**src/rtl/div_pkg.sv**
```systemverilog
package div_pkg;

   typedef enum logic {
      MODE_NORMAL = 1'b0,
      MODE_BYPASS = 1'b1
   } div_mode_e;

   localparam int DIV_MIN_LEGAL = 2;

endpackage

```
**src/rtl/div_clamp.sv**
```systemverilog
module div_clamp
   import div_pkg::*;
#(
   parameter int VMAX     = 64,
   parameter int ODD_UP   = 0,
   parameter int VW       = 7
) (
   input  logic          clk,
   input  logic          rst,
   input  logic [VW-1:0] set_in,
   output logic [VW-1:0] set_ok,
   output logic          err_o
);

   localparam logic [VW-1:0] LO_LIM = VW'(DIV_MIN_LEGAL);
   localparam logic [VW-1:0] HI_LIM = VW'(VMAX);

   logic          illegal;
   logic [VW-1:0] odd_fix;
   logic [VW-1:0] prev_q;
   logic          err_q;

   if ((VMAX % 2) != 0 || VMAX < DIV_MIN_LEGAL) begin : g_bad_vmax
      $error("div_clamp: VMAX must be even and at least 2");
   end

   assign illegal = (set_in < LO_LIM) || (set_in > HI_LIM) || set_in[0];

   if (ODD_UP != 0) begin : g_odd_up
      assign odd_fix = (set_in >= HI_LIM) ? HI_LIM : set_in + VW'(1);
   end else begin : g_odd_down
      assign odd_fix = set_in - VW'(1);
   end

   always_comb begin
      if (set_in < LO_LIM)      set_ok = LO_LIM;
      else if (set_in > HI_LIM) set_ok = HI_LIM;
      else if (set_in[0])       set_ok = odd_fix;
      else                      set_ok = set_in;
   end

   always_ff @(posedge clk) begin
      if (rst) begin
         prev_q <= LO_LIM;
         err_q  <= 1'b0;
      end else begin
         prev_q <= set_in;
         err_q  <= illegal && (set_in != prev_q);
      end
   end

   assign err_o = err_q;

   // an error pulse needs an illegal setting on the cycle before
   p_err_cause_r7: assert property (@(posedge clk) disable iff (rst)
      err_o |-> $past(illegal));

endmodule

```
**src/rtl/div_pattern.sv**
```systemverilog
module div_pattern
   import div_pkg::*;
#(
   parameter int VW = 7
) (
   input  div_mode_e     mode,
   input  logic [VW-1:0] v,
   output logic [VW-1:0] period,
   output logic [VW-1:0] high,
   output logic          pass
);

   logic [VW-1:0] half;

   assign half = v >> 1;

   always_comb begin
      pass = 1'b0;
      if (mode == MODE_NORMAL) begin
         period = v;
         high   = (v == VW'(2) || v[1:0] == 2'b00) ? half : half - VW'(1);
      end else if (half == VW'(1)) begin
         period = VW'(1);
         high   = VW'(1);
         pass   = 1'b1;
      end else begin
         period = half;
         high   = half >> 1;
      end
   end

endmodule

```
**src/rtl/div_core.sv**
```systemverilog
module div_core
   import div_pkg::*;
#(
   parameter int VW = 7
) (
   input  logic          clk,
   input  logic          rst,
   input  logic          tick_ext,
   input  div_mode_e     nxt_mode,
   input  logic [VW-1:0] nxt_period,
   input  logic [VW-1:0] nxt_high,
   input  logic          nxt_pass,
   output logic          out_clk,
   output div_mode_e     mode_q,
   output logic          started_q
);

   logic [VW-1:0] cnt_q;
   logic [VW-1:0] cur_period;
   logic [VW-1:0] cur_high;
   logic          pass_q;
   logic          out_q;
   logic          tick;
   logic          wrap;
   logic [VW-1:0] cnt_nx;

   assign tick   = (!started_q || mode_q == MODE_NORMAL) ? 1'b1 : tick_ext;
   assign wrap   = !started_q || (cnt_q == cur_period - VW'(1));
   assign cnt_nx = cnt_q + VW'(1);

   always_ff @(posedge clk) begin
      if (rst) begin
         cnt_q      <= '0;
         out_q      <= 1'b0;
         started_q  <= 1'b0;
         mode_q     <= MODE_NORMAL;
         cur_period <= VW'(2);
         cur_high   <= VW'(1);
         pass_q     <= 1'b0;
      end else if (tick) begin
         if (wrap) begin
            cnt_q      <= '0;
            out_q      <= (nxt_high != '0);
            started_q  <= 1'b1;
            mode_q     <= nxt_mode;
            cur_period <= nxt_period;
            cur_high   <= nxt_high;
            pass_q     <= nxt_pass;
         end else begin
            cnt_q <= cnt_nx;
            out_q <= (cnt_nx < cur_high);
         end
      end else if (pass_q) begin
         out_q <= 1'b0;
      end
   end

   assign out_clk = out_q;

   // the count never leaves the latched period
   p_cnt_bound_r6: assert property (@(posedge clk) disable iff (rst)
      started_q |-> (cnt_q < cur_period));

   // latched settings hold for the whole period
   p_hold_mid_r6: assert property (@(posedge clk) disable iff (rst)
      (started_q && !(tick && wrap)) |=> ($stable(cur_period) && $stable(cur_high) && $stable(mode_q)));

   // the first period after release opens with a high phase
   p_start_high_r8: assert property (@(posedge clk) disable iff (rst)
      $rose(started_q) |-> out_q);

   // in bypass the count moves only on a strobe
   p_byp_stall_r3: assert property (@(posedge clk) disable iff (rst)
      (started_q && mode_q == MODE_BYPASS && !tick_ext) |=> $stable(cnt_q));

endmodule

```
**src/rtl/clk_div_out.sv**
```systemverilog
module clk_div_out
   import div_pkg::*;
#(
   parameter int VMAX         = 64,
   parameter int ODD_ROUND_UP = 0,
   localparam int VW          = $clog2(VMAX + 1)
) (
   input  logic          clk,
   input  logic          rst,
   input  logic [VW-1:0] div_set,
   input  logic          bypass,
   input  logic          ref_tick,
   output logic          clk_out,
   output logic          lock_ok,
   output logic          set_err
);

   logic [VW-1:0] v_legal;
   logic [VW-1:0] pat_period;
   logic [VW-1:0] pat_high;
   logic          pat_pass;
   div_mode_e     req_mode;
   div_mode_e     act_mode;
   logic          started;

   assign req_mode = bypass ? MODE_BYPASS : MODE_NORMAL;

   div_clamp #(.VMAX(VMAX), .ODD_UP(ODD_ROUND_UP), .VW(VW)) clamp_i (
      .clk    (clk),
      .rst    (rst),
      .set_in (div_set),
      .set_ok (v_legal),
      .err_o  (set_err)
   );

   div_pattern #(.VW(VW)) pat_i (
      .mode   (req_mode),
      .v      (v_legal),
      .period (pat_period),
      .high   (pat_high),
      .pass   (pat_pass)
   );

   div_core #(.VW(VW)) core_i (
      .clk        (clk),
      .rst        (rst),
      .tick_ext   (ref_tick),
      .nxt_mode   (req_mode),
      .nxt_period (pat_period),
      .nxt_high   (pat_high),
      .nxt_pass   (pat_pass),
      .out_clk    (clk_out),
      .mode_q     (act_mode),
      .started_q  (started)
   );

   assign lock_ok = started && (act_mode == MODE_NORMAL);

   // the flag drops only when bypass was requested at that edge
   p_lock_drop_r5: assert property (@(posedge clk) disable iff (rst)
      $fell(lock_ok) |-> $past(bypass));

   // the flag rises only when normal mode was requested at that edge
   p_lock_rise_r5: assert property (@(posedge clk) disable iff (rst)
      $rose(lock_ok) |-> !$past(bypass));

endmodule

```
**config.mk**
```make
export PLATFORM = sky130hd
export DESIGN_NAME = clk_div_out
export DESIGN_NICKNAME = d
export VERILOG_FILES = /design/src/rtl/div_pkg.sv /design/src/rtl/div_clamp.sv /design/src/rtl/div_pattern.sv /design/src/rtl/div_core.sv /design/src/rtl/clk_div_out.sv
export SDC_FILE = /design/constraint.sdc
export NUM_CORES = 1
export LEC_CHECK = 0
export BUFFER_PORTS_ARGS = -buffer_cell sky130_fd_sc_hd__buf_2
export CAP_MARGIN = 20
export CORE_MARGIN = 3
export CORE_UTILIZATION = 42
export DETAILED_ROUTE_END_ITERATION = 10
export HOLD_SLACK_MARGIN = 0.03
export PLACE_DENSITY = 0.58
export SYNTH_ARGS = -nofsm -noshare
export SYNTH_HDL_FRONTEND = slang
export SYNTH_SLANG_ARGS = --single-unit
```
**constraint.sdc**
```tcl
create_clock -name clk -period 3.7 [get_ports clk]
set_clock_uncertainty 0.15 [all_clocks]
set_input_delay 0.555 -clock clk [delete_from_list [all_inputs] [get_ports clk]]
set_output_delay 0.555 -clock clk [all_outputs]
set_load 0.02 [all_outputs]
```
==> impl_metrics.py <==
metrics = {
    "die": {
        "pin_count": 14,
        "core_um2": 4120,
        "die_area_um2": 5230,
        "chipWidth_um": 72.3,
        "rows": 23,
        "initial_utilization_pct": 44.9,
        "die_height_um": 72.3,
    },
    "min_path": {
        "hp-class": "flop to flop",
        "min_from": "core_i.pass_q",
        "min_path_cells": 2,
        "whs_endpoint": "core_i.pass_q",
    },
    "drt": {
        "antenna_violating_nets_post_route": 0,
        "dr.pass1.iters": 4,
        "vias_per_cell": 5.44,
        "vias": 1459,
        "drc": 0,
        "first_iter_violations": 59,
        "wl_mm": 3.97,
        "detail_route.wl_per_cell_um": 14.8,
    },
    "critical_path": {
        "crit_path_end_kind": "flop",
        "r2r_start": "core_i.cur_period[0]",
        "cpPeakStageDelay_ps": 430,
        "r2r_slack_ps": 580,
        "path_cells": "inv_1 -> ha_1 -> and2b_2 -> or3_1 -> a311oi_1 -> a21boi_1 -> nor2_4 -> mux2_2",
        "critPathArrivalTime_ps": 3140,
        "crit_family": "simple AND/OR/NAND/NOR gates",
        "critPathKind": "flop to flop",
        "startpoint_type": "flop",
        "r2r_end": "core_i.cur_period[5]",
        "path_max_fanout": 16,
        "cp.required_ps": 3720,
        "crit_buf_inv": 1,
        "ff2ff_path_depth": 8,
        "slowest_stage": "dfxtp_1",
    },
    "sta": {
        "slew_violations": 0,
        "max-slew-margin-rel_pct": 53.3,
        "hold_violations": 0,
        "fin_tns_setup_ps": 0,
        "setup_viol": 0,
        "worst_pin_slew_ps": 699,
        "fin_crit_ps": 3120,
        "fmax_mhz": 321,
        "fin_crit_sh_pct": 84.2,
        "rsz0062_at_grt": "no",
    },
    "synth": {
        "yosys.area.top_type_share_pct": 33.6,
        "ys_top_cells_by_area": "dfxtp_1, xor2_1, ha_1",
        "synthesis.area_um2": 1850,
        "yosysSeqAreaShare_pct": 33.6,
        "synth_ff_type": "dfxtp_1",
        "synthCells": 204,
        "synth.avg_cell_area_um2": 9.05,
        "syn-num-nets": 223,
        "async_reset_ff_share_pct": 0,
        "synth.distinct_cells": 49,
        "synth_top_area_cell": "dfxtp_1",
        "synth_edf_count": 0,
        "synth-seq-cells": 31,
        "ys_warn_count": 0,
    },
    "global_route": {
        "grt-ovfl-total": 0,
        "grt_usage_pct": 16.3,
        "grt_max_degree": 23,
        "antenna_found_initial": 0,
        "grt_pass1_vias": 1355,
        "grt_pass1_wl_mm": 6.63,
    },
    "clock_tree": {
        "root_buffer": "clkbuf_8",
        "cts_tree": "yes",
        "clk_latency_ps": 280,
        "post_cts_buffers": 0,
        "h-tree-depth": 2,
        "cts_buffer_depth": 2,
        "cts_hold_buf": 0,
        "cts_resized": 0,
        "cts_inserted_buffers": 5,
        "clkTransAtPathRegs_ps": 70,
        "cts.sinks": 31,
    },
    "flow_run": {
        "drv_cap": 0,
    },
    "place": {
        "portBuffers": 13,
        "dp_hpwl_mm": 2.97,
        "gp_congestion": 0.840,
        "dpl_cell_area_um2": 1940,
    },
    "cells_and_area": {
        "finalInstanceArea_um2": 2030,
        "syn2layout_area_growth_pct": 9.89,
        "drive_gt1_share_pct": 16.1,
        "n_antenna_cell": 0,
        "layout_common_cells": "dfxtp_1, nand2_1, xor2_1, buf_2, xnor2_1",
        "nets": 236,
        "final_common_cell": "dfxtp_1",
        "fill_cells": 399,
    },
    "power": {
        "p_per_area_nw_per_um2": 397,
        "power.leakage_nw": 0.794,
        "irDropWorstVdd_uv": 189,
    },
    "outcome": {
        "status": "complete, no violations",
    },
}
[synthesized netlist by cell type, types with 5 or more instances]
library cell  count
xor2_1           13
nor2b_1          10
xnor2_1          11
dfxtp_1          31
nor3_1           10
a21oi_1           5
inv_1            10
o211ai_1          5
o21ai_0           6
mux2i_1           7
ha_1              8
nor2_1            9
nand2_1          19
clkbuf_1          6
[flip-flops by register name, summed over array words and instances, names as in the netlist]
| register | count |
|---|---|
| clamp_i.prev_q | 7 |
| core_i.cur_high | 7 |
| core_i.cnt_q | 7 |
| core_i.pass_q | 1 |
| core_i.cur_period | 5 |
| clamp_i.err_o | 1 |
| core_i.out_clk | 1 |
| core_i.mode_q | 1 |
| core_i.started_q | 1 |
[layer usage]
layer | vias to the layer above | part of all wire, % | track usage, % | wire length [um]
met5 | - | 0 | 0 | 0
met4 | 0 | 1.1 | 4.80 | 44
met3 | 8 | 4.6 | 4.43 | 182
met2 | 32 | 45 | 24.4 | 1800
met1 | 678 | 49 | 23.0 | 1940
li1 | 741 | - | - | -
[area by class of cell]
| cell class | instances | area (um^2) | share of cell area [%] |
|---|---|---|---|
| clock buffers | 6 | 72.6 | 3.58 |
| clock inverters | 2 | 12.5 | 0.617 |
| inverters | 10 | 37.5 | 1.85 |
| multi-input cells | 156 | 1160 | 57.1 |
| flip-flops and latches | 31 | 621 | 30.6 |
| well taps | 50 | 62.6 | 3.08 |
| repair buffers | 13 | 65.1 | 3.21 |
[power breakdown]
part | total, mW | switching, mW | internal [mW]
logic | 0.172 | 0.0957 | 0.0765
registers | 0.372 | 0.0181 | 0.354
clock network | 0.261 | 0.129 | 0.131
total | 0.805 | 0.243 | 0.562
[worst max path at each step]
stage                         start                    to  slack, ps  depth (start not counted)
6_report       core_i.cur_period[0]  core_i.cur_period[5]        580                          8
5_1_grt        core_i.cur_period[0]  core_i.cur_period[5]        340                          8
4_1_cts        core_i.cur_period[0]  core_i.cur_period[5]        590                          8
3_5_place_dp   core_i.cur_period[0]  core_i.cur_period[5]        600                          8
3_3_place_gp   core_i.cur_period[0]    core_i.cur_high[3]        700                          8
2_1_floorplan  core_i.cur_period[0]  core_i.cur_period[0]       1080                          8
[worst reg2reg max path, delay by kind of cell (launching register included)]
| family | cells | cell delay, ps |
|---|---|---|
| AO/OA/AOI/OAI | 2 | 700 |
| adder cells (fa/ha/maj) | 1 | 290 |
| buffers and inverters | 1 | 90 |
| flip-flops | 1 | 430 |
| multiplexers | 1 | 390 |
| AND/OR/NAND/NOR | 3 | 950 |
[kinds of logic (layout without fill, tap and decap cells)]
family / Yosys count / after routing / share of synthesized area [%]
muxes: 11 / 11 / 6.23
xor gates and xnor gates: 25 / 25 / 12.6
buffers and inverters: 17 / 31 / 3.66
adders and majority gates: 8 / 8 / 5.42
AOI/OAI and AO/OA: 32 / 32 / 13.2
DFF: 31 / 31 / 33.6
and+or+nand+nor: 80 / 80 / 25.3
[per-stage QoR]
step	power (mW)	cells	setup slack, ps	hold WS, ps	utilization [%]
floorplan	0.508	204	1080	278	-
global placement	0.547	260	702	297	47.2
detailed placement	0.551	260	601	306	47.2
CTS	0.812	268	593	317	49.3
global route	0.849	268	336	349	49.3
finish	0.805	268	584	317	49.3
Power figures use the tool's default switching activity.
